$ cat src/rtl/mdio_pkg.sv
// Package: shared register addresses and frame code points for the MDIO master.
package mdio_pkg;
    typedef enum logic [1:0] {
        RA_CTRL   = 2'd0,
        RA_WDATA  = 2'd1,
        RA_ACCESS = 2'd2,
        RA_RDATA  = 2'd3
    } reg_addr_e;

    localparam logic [1:0] SOF_CODE = 2'b01;
    localparam logic [1:0] OP_WRITE = 2'b01;
    localparam logic [1:0] OP_READ  = 2'b10;
    localparam logic [1:0] TA_WRITE = 2'b10;
    localparam logic [1:0] TA_READ  = 2'b11;
endpackage

$ cat src/rtl/mdio_clkgen.sv
// mdio_clkgen: builds MDC from the system clock while run is high.
// Each MDC phase lasts div+1 system clocks. The single-cycle strobes mark the
// system edge on which MDC rises or falls. Assumes div >= 1.
// MDC is forced low whenever run is low.
module mdio_clkgen #(
    parameter int unsigned DIV_W = 6
) (
    input  logic             clk,
    input  logic             rst_n,
    input  logic             run,
    input  logic [DIV_W-1:0] div,
    output logic             mdc,
    output logic             rise_stb,
    output logic             fall_stb
);
    logic [DIV_W-1:0] cnt_q;
    logic             wrap;

    // Phase end: the counter has reached the divisor.
    assign wrap     = run && (cnt_q == div);
    assign rise_stb = wrap && !mdc;
    assign fall_stb = wrap && mdc;

    // Phase counter and MDC toggle.
    always_ff @(posedge clk) begin
        if (!rst_n || !run) begin
            cnt_q <= '0;
            mdc   <= 1'b0;
        end else if (wrap) begin
            cnt_q <= '0;
            mdc   <= ~mdc;
        end else begin
            cnt_q <= cnt_q + 1'b1;
        end
    end

    p_mdc_idle_low_r7: assert property (@(posedge clk) disable iff (!rst_n)
        !run |=> !mdc);
endmodule

$ cat src/rtl/mdio_frame_engine.sv
// mdio_frame_engine: serialises one clause 22 frame per start pulse.
// Output bits advance on MDC falling strobes. Read data is sampled on MDC rising
// strobes. Assumes start is only given while idle and that the strobes come from
// mdio_clkgen running on busy. abort drops the frame at once.
module mdio_frame_engine #(
    parameter int unsigned DATA_W  = 16,
    parameter int unsigned FLD_W   = 5,
    parameter int unsigned PRE_LEN = 32
) (
    input  logic              clk,
    input  logic              rst_n,
    input  logic              start,
    input  logic              abort,
    input  logic              is_read,
    input  logic [FLD_W-1:0]  phy_addr,
    input  logic [FLD_W-1:0]  reg_addr,
    input  logic [DATA_W-1:0] wr_data,
    input  logic              rise_stb,
    input  logic              fall_stb,
    input  logic              mdio_i,
    output logic              busy,
    output logic              mdio_o,
    output logic              mdio_oe,
    output logic [DATA_W-1:0] rd_data
);
    import mdio_pkg::*;

    localparam int unsigned FRAME_LEN = PRE_LEN + 6 + 2*FLD_W + DATA_W;
    localparam int unsigned IDX_W     = $clog2(FRAME_LEN);
    localparam logic [IDX_W-1:0] TA_IDX   = IDX_W'(FRAME_LEN - DATA_W - 2);
    localparam logic [IDX_W-1:0] DATA_IDX = IDX_W'(FRAME_LEN - DATA_W);
    localparam logic [IDX_W-1:0] LAST_IDX = IDX_W'(FRAME_LEN - 1);

    logic [FRAME_LEN-1:0] frame_w;
    logic [FRAME_LEN-1:0] sh_q;
    logic [IDX_W-1:0]     idx_q;
    logic                 rd_op_q;
    logic [DATA_W-1:0]    rd_sh_q;

    // Frame image assembled from the request, first bit at the top.
    always_comb begin
        frame_w = {{PRE_LEN{1'b1}}, SOF_CODE,
                   is_read ? OP_READ : OP_WRITE,
                   phy_addr, reg_addr,
                   is_read ? TA_READ : TA_WRITE,
                   is_read ? {DATA_W{1'b0}} : wr_data};
    end

    // Frame sequencer: load, shift on falling strobes, capture on rising strobes.
    always_ff @(posedge clk) begin
        if (!rst_n) begin
            busy    <= 1'b0;
            idx_q   <= '0;
            sh_q    <= '0;
            rd_op_q <= 1'b0;
            rd_sh_q <= '0;
            rd_data <= '0;
        end else if (abort) begin
            busy  <= 1'b0;
            idx_q <= '0;
        end else if (!busy) begin
            if (start) begin
                busy    <= 1'b1;
                idx_q   <= '0;
                sh_q    <= frame_w;
                rd_op_q <= is_read;
            end
        end else begin
            if (rise_stb && rd_op_q && idx_q >= DATA_IDX)
                rd_sh_q <= {rd_sh_q[DATA_W-2:0], mdio_i};
            if (fall_stb) begin
                if (idx_q == LAST_IDX) begin
                    busy <= 1'b0;
                    if (rd_op_q)
                        rd_data <= rd_sh_q;
                end else begin
                    idx_q <= idx_q + 1'b1;
                    sh_q  <= sh_q << 1;
                end
            end
        end
    end

    // Line drive: current bit while the master owns the line.
    assign mdio_o  = busy ? sh_q[FRAME_LEN-1] : 1'b1;
    assign mdio_oe = busy && !(rd_op_q && idx_q >= TA_IDX);

    p_mdio_stable_rise_r5: assert property (@(posedge clk) disable iff (!rst_n)
        rise_stb |=> ($stable(mdio_o) && $stable(mdio_oe)));
endmodule

$ cat src/rtl/mdio_master.sv
// mdio_master: register-programmed clause 22 management master.
// It holds the control, write-data, access and read-data registers. An accepted
// access write launches a frame. Assumes software keeps the divisor at 1 or above.
// Clearing the enable aborts any running frame.
module mdio_master #(
    parameter int unsigned DIV_W   = 6,
    parameter int unsigned DATA_W  = 16,
    parameter int unsigned FLD_W   = 5,
    parameter int unsigned PRE_LEN = 32,
    parameter int unsigned REG_W   = 16
) (
    input  logic             clk,
    input  logic             rst_n,
    input  logic             reg_we,
    input  logic [1:0]       reg_addr,
    input  logic [REG_W-1:0] reg_wdata,
    output logic [REG_W-1:0] reg_rdata,
    output logic             busy,
    output logic             mdc,
    input  logic             mdio_i,
    output logic             mdio_o,
    output logic             mdio_oe
);
    import mdio_pkg::*;

    localparam int unsigned ACC_W = 2*FLD_W + 1;

    logic [DIV_W-1:0]  div_q;
    logic              en_q;
    logic [DATA_W-1:0] wdata_q;
    logic [ACC_W-1:0]  acc_q;
    logic [DATA_W-1:0] rdata_w;
    logic              acc_we;
    logic              start;
    logic              rise_stb;
    logic              fall_stb;
    logic              unused_wdata_hi;

    assign unused_wdata_hi = ^reg_wdata[REG_W-1:ACC_W];
    assign acc_we = reg_we && (reg_addr == RA_ACCESS);
    assign start  = acc_we && en_q && !busy;

    // Control register: divisor and enable.
    always_ff @(posedge clk) begin
        if (!rst_n) begin
            div_q <= '1;
            en_q  <= 1'b0;
        end else if (reg_we && reg_addr == RA_CTRL) begin
            div_q <= reg_wdata[DIV_W-1:0];
            en_q  <= reg_wdata[DIV_W];
        end
    end

    // Staged write data and the access word of the accepted frame.
    always_ff @(posedge clk) begin
        if (!rst_n) begin
            wdata_q <= '0;
            acc_q   <= '0;
        end else begin
            if (reg_we && reg_addr == RA_WDATA)
                wdata_q <= reg_wdata[DATA_W-1:0];
            if (start)
                acc_q <= reg_wdata[ACC_W-1:0];
        end
    end

    // Register readback mux.
    always_comb begin
        case (reg_addr)
            RA_CTRL:   reg_rdata = REG_W'({en_q, div_q});
            RA_WDATA:  reg_rdata = REG_W'(wdata_q);
            RA_ACCESS: reg_rdata = REG_W'(acc_q);
            default:   reg_rdata = REG_W'(rdata_w);
        endcase
    end

    mdio_clkgen #(.DIV_W(DIV_W)) u_clkgen (
        .clk      (clk),
        .rst_n    (rst_n),
        .run      (busy && en_q),
        .div      (div_q),
        .mdc      (mdc),
        .rise_stb (rise_stb),
        .fall_stb (fall_stb)
    );

    mdio_frame_engine #(.DATA_W(DATA_W), .FLD_W(FLD_W), .PRE_LEN(PRE_LEN)) u_engine (
        .clk      (clk),
        .rst_n    (rst_n),
        .start    (start),
        .abort    (!en_q),
        .is_read  (reg_wdata[ACC_W-1]),
        .phy_addr (reg_wdata[2*FLD_W-1:FLD_W]),
        .reg_addr (reg_wdata[FLD_W-1:0]),
        .wr_data  (wdata_q),
        .rise_stb (rise_stb),
        .fall_stb (fall_stb),
        .mdio_i   (mdio_i),
        .busy     (busy),
        .mdio_o   (mdio_o),
        .mdio_oe  (mdio_oe),
        .rd_data  (rdata_w)
    );

    p_ignore_busy_r9: assert property (@(posedge clk) disable iff (!rst_n)
        (busy && acc_we) |=> $stable(acc_q));
    p_no_start_disabled_r8: assert property (@(posedge clk) disable iff (!rst_n)
        (!en_q && !busy) |=> !busy);
    p_busy_after_start_r10: assert property (@(posedge clk) disable iff (!rst_n)
        (acc_we && en_q && !busy) |=> busy);
    p_end_mdc_low_r3: assert property (@(posedge clk) disable iff (!rst_n)
        $fell(busy) |-> !mdc);
endmodule

$ cat config.mk
export PLATFORM = sky130hd
export DESIGN_NAME = mdio_master
export DESIGN_NICKNAME = d
export VERILOG_FILES = /design/src/rtl/mdio_pkg.sv /design/src/rtl/mdio_clkgen.sv /design/src/rtl/mdio_frame_engine.sv /design/src/rtl/mdio_master.sv
export SDC_FILE = /design/constraint.sdc
export NUM_CORES = 1
export LEC_CHECK = 0
export ABC_AREA = 1
export BUFFER_PORTS_ARGS = -buffer_cell sky130_fd_sc_hd__buf_4
export CORE_ASPECT_RATIO = 1.1
export CORE_MARGIN = 1
export CORE_UTILIZATION = 64
export CTS_CLUSTER_SIZE = 16
export DETAILED_ROUTE_END_ITERATION = 8
export GPL_TIMING_DRIVEN = 0
export PLACE_DENSITY_LB_ADDON = 0.12
export SLEW_MARGIN = 30
export SYNTH_ARGS = -nofsm -noshare
export SYNTH_HDL_FRONTEND = slang
export SYNTH_SLANG_ARGS = --single-unit
$ cat constraint.sdc
create_clock -name clk -period 3.15 [get_ports clk]
set_input_delay 0 -clock clk [delete_from_list [all_inputs] [get_ports clk]]
set_output_delay 0 -clock clk [all_outputs]
set_load 0.1 [all_outputs]
Yosys cells after proc, flatten, opt, wreduce, memory -nomap -nowiden
Index checks and enable logic that the tools add are counted.
{ "word_totals": {"register_bits": 145, "latch_bits": 0, "mem_bits_rw": 0, "romBits": 0, "in_bits": 22, "output_inout_bits": 20, "word_cells": 69, "n_memories": 0} }
{ "op_classes": {"add_sub_neg": 2, "multipliers": 0, "div_mod_pow": 0, "n_lt_le_gt_ge": 2, "eq_ne": 6, "n_shift": 0, "muxes": 17, "n_bitwise": 2, "reduce_logical": 28} }
{ "op_table": {"columns": ["cell", "n"], "rows": [
  ["$mux W64", 4],
  ["$pmux W16 S3", 1],
  ["$mux W6", 4],
  ["$mux W16", 1],
  ["$logic_and A1 B1 Y1", 13],
  ["$add A6 B1 Y6 const B", 2],
  ["$ge A6 B6 Y1 const B", 2],
  ["$reduce_and A3 Y1", 3],
  ["$eq A6 B6 Y1", 1],
  ["$eq A6 B6 Y1 const B", 1],
  ["$mux W1", 6],
  ["$logic_not A1 Y1", 5],
  ["$reduce_and A5 Y1", 1],
  ["$ne A2 B2 Y1 const B", 2],
  ["$reduce_and A4 Y1", 1],
  ["$eq A2 B1 Y1 const B", 1],
  ["$eq A2 B2 Y1 const B", 1],
  ["$logic_not A2 Y1", 1],
  ["$mux W2", 1],
  ["$not A1 Y1", 2],
  ["$reduce_and A2 Y1", 1],
  ["$reduce_bool A2 Y1", 1],
  ["$reduce_or A2 Y1", 1],
  ["$logic_or A1 B1 Y1", 1]
]} }

Longest topological paths before layout
Gate-level depths: netlist of the first run.
{ "depth": {"depth_word": 6, "ltp_mapped": 12, "ltp_nobuf": 11} }

Cells and area by module
A second synthesis of the first run with hierarchy kept.
{ "hier_totals": {"hier_cells": 1026, "area_unflattened_um2": 6781.5} }
{ "modules_own_cells": {"columns": ["module", "instances", "cells_each", "area_per_inst_um2", "seq_area_each_um2"], "rows": [
  ["mdio_frame_engine", 1, 704, 4621.9, 2082.0],
  ["mdio_master", 1, 257, 1690.4, 680.7],
  ["mdio_clkgen", 1, 65, 469.2, 140.1]
]} }

Least setup slack after synthesis of the first run
No wires, ideal clock.
{ "synth_timing": {"path_type": "flip-flop to output port", "startpoint": "register u_engine.busy", "endpoint": "output mdio_oe", "t_arrival_ns": 2.821, "required_ns": 3.150, "path_slack_ns": 0.329, "stages_incl_launch_ff": 4, "path_buffers": 1, "cell_sequence": "dfxtp_1 -> buf_4 -> inv_2 -> a31oi_1"} }
{ "synth_between": {"elab_chain_cells": 1} }
{ "synth_lines": {"columns": ["element", "line", "source"], "rows": [
  ["start, declared", "mdio_frame_engine.sv:21", "output logic busy,"],
  ["start signal, assigned", "mdio_frame_engine.sv:52", "busy <= 1'b0;"],
  ["start signal, assigned", "mdio_frame_engine.sv:59", "busy <= 1'b0;"],
  ["start signal, assigned", "mdio_frame_engine.sv:63", "busy <= 1'b1;"],
  ["$logic_and A1 B1 Y1", "mdio_frame_engine.sv:86", "assign mdio_oe = busy && !(rd_op_q && idx_q >= TA_IDX);"],
  ["end, declared", "mdio_master.sv:22", "output logic mdio_oe"]
]} }
Every way passes these cells.

Worst setup path in the final report of the first run
{ "layout_timing": {"startpoint": "input reg_addr[1]", "endpoint": "output reg_rdata[15]"} }
{ "layout_between": {"elab_chain_cells": 2, "elab_cells_between_ends": 4, "classes_between": "eq/ne: 2; mux: 1; reduce/logical: 1"} }
{ "layout_lines": {"columns": ["element", "line", "source"], "rows": [
  ["start, declared", "mdio_master.sv:15", "input logic [1:0] reg_addr,"],
  ["$eq A2 B2 Y1 (tied with other cells)", "mdio_master.sv:69", "case (reg_addr)"],
  ["$pmux W16 S3 (*)", "mdio_master.sv:69", null],
  ["end, declared", "mdio_master.sv:17", "output logic [REG_W-1:0] reg_rdata,"]
]} }
Mark *: on every way between the ends. The rest lies on a longest branch, timed or not.

==> impl_results.md, run 1 <==
- Status: finished clean
- Nets: 964
- Compound-Gate Fraction of Synth Area: 0.165
- Mux cell area share after synthesis: 0
- Yosys top cell area share: 0.474
- Crit path DAT: 2190 ps
- Power Total: 4.26 mW
- Post-Route WL: 16500 µm
- WS Path Type: in -> out
- Vias in the first global route: 5508
- Synthesized area: 6120 µm²
- Initial antenna violation count: 0
- Hold Crit Class: in -> reg
- Antenna cells: 0
- FF+latch count, synth: 145
- Post-DR vias/cell: 5.67
- Cts repair resizes: 0
- Adder-cell share of the synthesized area: 0.00613
- Routed vias: 6065
- Warnings, synthesis: 0
- Sw frac: 0.233
- Final Hold Viols: 0
- Post-layout minimum cycle time: 2190 ps
- Register area: 2900 µm²
- Die Ht: 105 µm
- Clock latency on the worst-skew pair: 530 ps
- Critical path's most frequent cell: buf_4
- Cell count after synthesis: 855
- Count of cell types in the netlist: 31
- Crit path required time: 3150 ps
- Placed cell areas: 6580 µm²
- DR iter-0 viols: 595
- CTS tree: built
- Sequential area share after synthesis: 0.474
- Seq pwr share: 0.438
- Clock Path Buffers: 2
- Pin count of the biggest net entering global routing: 17
- Max frequency: 456 MHz
- PD cells: 573 nW/µm²
- Max_cap viols: 0
- Clock network power share: 0.497
- Gate power share: 0.065
- Root buffer selected by CTS: clkbuf_8
- Most common cell after layout, fill and taps aside: nand2_1
- DIE WIDTH: 95.3 µm
- Estimated wirelength of the detail-placed design: 11400 µm
- Final max-slew violation count: 0
- Relative max-transition margin: 0.554
- Clock transition at path regs: 60 ps
- Clock skew: 5.05 ps
- Global-route wire length before repair: 26400 µm
- Worst path slowest cell: dlygate4sd3_1
- FP Rows: 37
- Fin area: 7440 µm²
- Total track usage: 0.348
- GPL Wtd Cong: 0.894
- Synth Area in Simple Gates: 0.264
- CORE AREA: 9310 µm²
- Period utilization: 0.696
- CP Max Fanout: 10
- Cell taking the most area after synthesis: dfxtp_1
- Setup violators final: 0
- Synth Area in XOR/XNOR: 0.00858
- Syn avg cell area: 7.16 µm²
- Largest family of logic cells by synthesized area: simple AND/OR/NAND/NOR gates
- Area growth, synth to finish: 21.6%
- Post-Syn Nets: 880
- Largest cells by area after synthesis: dfxtp_1, nand2_1, nor2_1
- Final setup TNS: 0 ps
- Gr ovfl total: 0
- DR WL/cell: 15.5 µm
- Slowest cell delay on critical path: 540 ps
- Layout cells sized above 1: 0.107
- Initial Utilization: 0.658
- Cts bufs inserted: 17
- Multi-input gate area: 2720 µm²
- Fillcell total: 662
- Top Ports: 42
- Post-DRT Antenna Nets: 0
- Maximum vdd drop: 0.601 mV
- Tightest Pin Transition: 669 ps
- Htree depth: 4
- Port buffer count: 41
- CP cell instances: dlygate4sd3_1 > buf_4 > nor2_1 > inv_1 > o21ai_0 > buf_4
- Pint: 3.27 mW
- Unrepaired setup endpoints after global routing: no
- Die ar.: 9970 µm²
- Crit path capture type: output port
- Static Leak: 2.99 nW
- Drt drc: 0
- NetSw: 994 µW
- Setup crit start kind: primary input
- Most frequent cells in the layout: nand2_1, dfxtp_1, nor2_1
- Clock sink count: 145
- Detailed-router iteration count before antenna repair: 5
[registers in the layout, summed over array words and instances, names as in the netlist]
| signal | count |
|---|---|
| acc_q | 11 |
| div_q | 6 |
| en_q | 1 |
| u_clkgen.cnt_q | 6 |
| u_clkgen.mdc | 1 |
| u_engine.busy | 1 |
| u_engine.idx_q | 6 |
| u_engine.rd_data | 16 |
| u_engine.rd_op_q | 1 |
| u_engine.rd_sh_q | 16 |
| u_engine.sh_q | 64 |
| wdata_q | 16 |
[final timing paths]
check | endpoint | cells after the start | slack [ps] | start
worst max-delay path | reg_rdata[15] | 6 | 960 | reg_addr[1]
worst min-delay path | en_q$_SDFFE_PN0P_ | 6 | 230 | reg_addr[0]
worst max register to register | u_engine.sh_q[28]$_SDFFE_PN0P_ | 9 | 1070 | u_engine.idx_q[0]$_SDFFE_PN0P_
worst min register to register | u_engine.rd_data[2]$_SDFFE_PN0P_ | 2 | 470 | u_engine.rd_data[2]$_SDFFE_PN0P_
[synth_stat cells]
library cell / instances
xor2_1: 4
nor2_1: 122
a21oi_1: 81
o21ai_1: 5
o21bai_1: 1
o22ai_1: 1
o21ai_0: 85
nand2_2: 4
buf_2: 11
o211ai_1: 10
a31oi_1: 1
xnor2_1: 2
or2_2: 2
nor3b_1: 2
buf_6: 2
clkbuf_1: 34
nor2_4: 2
nor3_1: 4
nor4_1: 1
nand3b_4: 1
nand2_1: 191
ha_1: 3
buf_1: 2
nand3_1: 56
o2111ai_1: 7
buf_4: 3
inv_1: 69
inv_2: 2
nor2_8: 1
dfxtp_1: 145
nand4_4: 1
[worst max-delay path, delay by kind of cell]
kind	cells	cell delay, ps
compound gates	1	330
simple gates	1	490
buf+inv	4	1360
[cells by family (layout without fill, tap and decap cells)]
| kind of cell | Yosys count | count (layout) |
|---|---|---|
| AND/OR/NAND/NOR | 387 | 387 |
| AO/OA/AOI/OAI | 191 | 191 |
| flip-flops | 145 | 145 |
| buffers and inverters | 123 | 220 |
| XOR/XNOR | 6 | 6 |
| adder cells (fa/ha/maj) | 3 | 3 |
[power by group through the flow]
stage	combinational [mW]	sequential, mW	clock [mW]
finish	0.276	1.87	2.12
global route	0.294	1.87	2.20
CTS	0.270	1.87	2.12
detailed placement	0.246	1.91	0
global placement	0.242	1.91	0
floorplan	0.164	1.91	0
[metrics by stage]
step                cells  hold WS, ps   util  worst slack, ps
floorplan             855          130      -              329
global placement     1013          234  0.707             1170
detailed placement   1013          241  0.707             1120
CTS                  1069          187  0.800             1010
global route         1069          270  0.800              860
finish               1069          228  0.800              957
[layer usage]
layer | share of wire | track usage | routed length (µm) | up-vias
met5 | 0 | 0 | 0 | -
met4 | 0.040 | 0.185 | 657 | 0
met3 | 0.067 | 0.0830 | 1110 | 55
met2 | 0.48 | 0.540 | 7990 | 251
met1 | 0.41 | 0.442 | 6760 | 2826
li1 | - | - | - | 2933
[cell type report]
type	count	area share
plain buffers	52	0.0316
clock buffers	19	0.0593
clock inverters	13	0.0247
inverters	71	0.0358
multi-input cells	587	0.365
flip-flops and latches	145	0.390
well taps	117	0.0197
repair buffers	65	0.0736
[timing repair]
action,in CTS,in global routing
hold buffers,24,0
buffers inserted,0,0
endpoints found under the hold margin,55,0
No activity file was read; power rests on OpenSTA's default activity.
==> run 2, diff against run 1 <==
CORE_UTILIZATION = 60   (was 64)
clock period = 2.2 ns   (was 3.15 ns; I/O delays follow)
==> run 2 against run 1 <==
The run now ends with design-rule violations left; largest power group is now sequential cells; via count fell by 1.4%; sequential power rose by 43%; hold slack got worse by 35 ps; routed wire length fell by 4.3%; combinational power rose by 42%; non-clock buffer count did not move.
==> impl_results.md, run 2 (same netlist as run 1, synthesis figures left out) <==
- Status: finished with violations
- Failing checks: design-rule violations
- Pin count of the biggest net entering global routing: 17
- PD cells: 772 nW/µm²
- Layout cells sized above 1: 0.107
- DR iter-0 viols: 637
- DR WL/cell: 14.8 µm
- Top reg by flops: u_engine.sh_q
- Final Hold Viols: 0
- Final setup TNS: 0 ps
- Root buffer selected by CTS: clkbuf_8
- Post-DRT Antenna Nets: 0
- Post-layout minimum cycle time: 2040 ps
- DIE WIDTH: 98.3 µm
- Port buffer count: 41
- Static Leak: 2.95 nW
- Post-DR vias/cell: 5.59
- FP Rows: 38
- Clock Path Buffers: 2
- Drt drc: 3
- Post CTS Setup Buffer Count: 0
- Worst-case reg-to-reg path depth: 8
- Tightest Pin Transition: 715 ps
- Clock latency on the worst-skew pair: 530 ps
- Top Ports: 42
- Die ar.: 10600 µm²
- Largest register FFs: 64
- Crit path DAT: 2490 ps
- WS Path Type: reg -> reg
- Hold Crit Class: in -> reg
- Die Ht: 108 µm
- Estimated wirelength of the detail-placed design: 11400 µm
- Setup crit start kind: register
- Area growth, synth to finish: 20.3%
- Detailed-router iteration count before antenna repair: 7
- CP Max Fanout: 10
- Most frequent cells in the layout: nand2_1, dfxtp_1, nor2_1
- Period utilization: 0.925
- Routed vias: 5982
- Maximum vdd drop: 0.459 mV
- Initial antenna violation count: 0
- Power Total: 5.69 mW
- Global-route wire length before repair: 26500 µm
- WHS Path Cells: 7
- Post-Route WL: 15800 µm
- Crit path capture type: register
- Cts bufs inserted: 17
- Setup violators final: 0
- Final max-slew violation count: 0
- Vias in the first global route: 5624
- Relative max-transition margin: 0.523
- Crit path required time: 2650 ps
- Antenna cells: 0
- Max_cap viols: 0
- Total track usage: 0.318
- Htree depth: 4
- Clock sink count: 145
- Initial Utilization: 0.619
- CTS tree: built
- Nets: 964
- Most common cell after layout, fill and taps aside: nand2_1
- Gr ovfl total: 0
- Clock transition at path regs: 60 ps
- Clock skew: 4.82 ps
- CORE AREA: 9890 µm²
- Max frequency: 491 MHz
- GPL Wtd Cong: 0.883
[run 2: worst max-delay path: stages (launching register included)]
cell      delay [ps]
dfxtp_1          390
ha_1             210
nand3_1          130
nor2_1           190
nor2_2            90
nand4_4          170
clkbuf_1         440
nand3_1          170
a21oi_1          170
[run 2: report_power, final]
| part | switching (mW) | internal, mW | leakage (nW) |
|---|---|---|---|
| Clock | 1.08 | 1.54 | 0.263 |
| Combinational | 0.272 | 0.120 | 1.52 |
| Sequential | 0.0153 | 2.66 | 1.17 |
[run 2: final cells by class]
cell class,count,area (µm²)
well taps,120,150
fillers,801,2520
plain buffers,52,235
inverters,71,267
clock inverters,10,87.6
multi-input cells,587,2730
clock buffers,21,449
repair buffers,65,548
flip-flops and latches,145,2900
[run 2: timing repair]
item | in CTS | in global routing
resized for setup | 0 | 1
hold buffers | 24 | 0
endpoints found under the setup margin | 0 | 13
endpoints found under the hold margin | 55 | 0
[run 2: stage by stage]
| stage | cell area [µm²] | setup slack [ps] | util | instances | hold WS, ps |
|---|---|---|---|---|---|
| 3_3_place_gp | 6590 | 179 | 0.666 | 1016 | 227 |
| 6_report | 7370 | 164 | 0.745 | 1071 | 193 |
| 4_1_cts | 7370 | 161 | 0.745 | 1071 | 178 |
| 5_1_grt | 7370 | -31.1 | 0.745 | 1071 | 291 |
| 3_5_place_dp | 6590 | 148 | 0.666 | 1016 | 238 |
| 2_1_floorplan | 6130 | -508 | - | 855 | 130 |
[run 2: path summary, 6_finish.rpt]
path	start	end	slack, ps
max	u_engine.idx_q[1]$_SDFFE_PN0P_	u_engine.sh_q[27]$_SDFFE_PN0P_	160
min	reg_addr[1]	acc_q[0]$_SDFFE_PN0P_	190
max reg2reg	u_engine.idx_q[1]$_SDFFE_PN0P_	u_engine.sh_q[27]$_SDFFE_PN0P_	160
min reg2reg	u_engine.rd_data[5]$_SDFFE_PN0P_	u_engine.rd_data[5]$_SDFFE_PN0P_	460
[run 2: layer usage]
metal	vias to the layer above	global-route usage	wire, µm
met4	0	0.138	533
met2	262	0.519	7460
met3	43	0.0750	1220
met5	-	0	0
met1	2744	0.406	6600
li1	2933	-	-
==> run 3, diff against run 2 <==
BUFFER_PORTS_ARGS = -buffer_cell sky130_fd_sc_hd__buf_2   (was -buffer_cell sky130_fd_sc_hd__buf_4)
==> run 3 against run 2 <==
The run still ends with design-rule violations left; clock power rose by 28%; non-clock buffer count did not move; final area rose by 0.76%; first-iteration DRC count fell by 21%; worst setup slack improved by 52 ps; highest routed layer unchanged; power rose by 13%; sequential power barely moved.
==> impl_results.md, run 3 (same netlist as run 1, synthesis figures left out) <==
- Largest register FFs: 64
- Final Hold Viols: 0
- Setup crit start kind: register
- Port buffer count: 41
- Clock sink count: 145
- Pin count of the biggest net entering global routing: 17
- Clock transition at path regs: 60 ps
- Vias in the first global route: 5651
- WHS: 216 ps
- Fillcell total: 762
- Post-layout minimum cycle time: 1980 ps
- Top Ports: 42
- Nets: 964
- Die ar.: 10600 µm²
- Antenna cells: 0
- Htree depth: 4
- WS Path Type: reg -> reg
- Placed cell areas: 6490 µm²
- Final WS setup: 216 ps
- Post CTS Setup Buffer Count: 0
- CP Max Fanout: 10
- Detailed-router iteration count before antenna repair: 7
- Most common cell after layout, fill and taps aside: nand2_1
- GPL Wtd Cong: 0.906
- Layout cells sized above 1: 0.111
- Post-DR vias/cell: 5.65
- Routed vias: 6054
- Crit path required time: 2650 ps
- Static Leak: 3.01 nW
- Setup WS pre-CTS: 142 ps
- Initial Utilization: 0.619
- Unrepaired setup endpoints after global routing: no
- Clock latency on the worst-skew pair: 530 ps
- Max frequency: 504 MHz
- Relative max-transition margin: 0.497
- Tightest Pin Transition: 754 ps
- Max_cap viols: 0
- Post-Route WL: 16700 µm
- Final max-slew violation count: 0
- Clock Path Buffers: 2
- Global-route wire length before repair: 26700 µm
- Maximum vdd drop: 0.552 mV
- PD cells: 862 nW/µm²
- Drt drc: 3
- Period utilization: 0.902
- Initial antenna violation count: 0
- Die Ht: 108 µm
- DIE WIDTH: 98.3 µm
- Failing checks: design-rule violations
- Crit path capture type: register
- Fin area: 7430 µm²
- Area growth, synth to finish: 21.2%
- DR iter-0 viols: 504
- Most frequent cells in the layout: nand2_1, dfxtp_1, nor2_1
- Top reg by flops: u_engine.sh_q
- Cts bufs inserted: 17
- Total track usage: 0.323
- Clock skew: 7.12 ps
- Root buffer selected by CTS: clkbuf_8
- CORE AREA: 9890 µm²
- Crit path DAT: 2440 ps
- Status: finished with violations
- Setup violators final: 0
- FP Rows: 38
- Gr ovfl total: 0
- Post-DRT Antenna Nets: 0
- Estimated wirelength of the detail-placed design: 11300 µm
- DR WL/cell: 15.5 µm
- CTS tree: built
- Hold Crit Class: in -> reg
==> run 3: routing by layer <==
| metal | vias up | track usage | part of all wire |
|---|---|---|---|
| met4 | 0 | 0.143 | 0.034 |
| met3 | 43 | 0.0873 | 0.073 |
| met2 | 253 | 0.535 | 0.47 |
| met1 | 2832 | 0.398 | 0.42 |
| li1 | 2926 | - | - |
| met5 | - | 0 | 0 |
==> run 3: worst max-delay path: stages (launching register included) <==
cell,delay (ps)
dfxtp_1,400
ha_1,220
nand3_1,130
nor2_1,180
nor2_2,90
nand4_4,170
clkbuf_1,400
nand3_1,150
a21oi_1,180
==> run 3: path summary, 6_finish.rpt <==
kind | startpoint | endpoint | slack, ps | cells past startpoint
min reg2reg | u_engine.rd_data[13]$_SDFFE_PN0P_ | u_engine.rd_data[13]$_SDFFE_PN0P_ | 460 | 2
max | u_engine.idx_q[1]$_SDFFE_PN0P_ | u_engine.sh_q[10]$_SDFFE_PN0P_ | 220 | 8
min | reg_addr[1] | acc_q[0]$_SDFFE_PN0P_ | 220 | 7
max reg2reg | u_engine.idx_q[1]$_SDFFE_PN0P_ | u_engine.sh_q[10]$_SDFFE_PN0P_ | 220 | 8
==> run 3: final cells by class <==
type	instances	area, µm²	share of cell area
Sequential cell	145	2900	0.391
Inverter	71	267	0.0359
Buffer	52	236	0.0318
Multi-Input combinational cell	587	2730	0.367
Timing Repair Buffer	65	445	0.0600
Clock inverter	9	198	0.0266
Clock buffer	23	497	0.0669
Tap cell	120	150	0.0202
==> run 3: power by group <==
part | switching (mW) | internal, mW | total, mW
combinational | 0.275 | 0.101 | 0.376
clock | 1.10 | 2.25 | 3.35
sequential | 0.0157 | 2.66 | 2.68
==> run 3: through the flow <==
stage | utilization | power, mW | TNS, ps | std cells
after floorplan | - | 2.96 | -2540 | 855
after global placement | 0.656 | 3.06 | 0 | 1016
after detailed placement | 0.656 | 3.07 | 0 | 1016
after CTS | 0.751 | 6.39 | 0 | 1072
after global routing | 0.751 | 6.54 | 0 | 1072
final | 0.751 | 6.40 | 0 | 1072
==> run 3: what timing repair did <==
item / CTS / global route
resized for setup: 0 / 3
setup endpoints to repair: 0 / 7
hold endpoints to repair: 54 / 0
hold buffers: 24 / 0
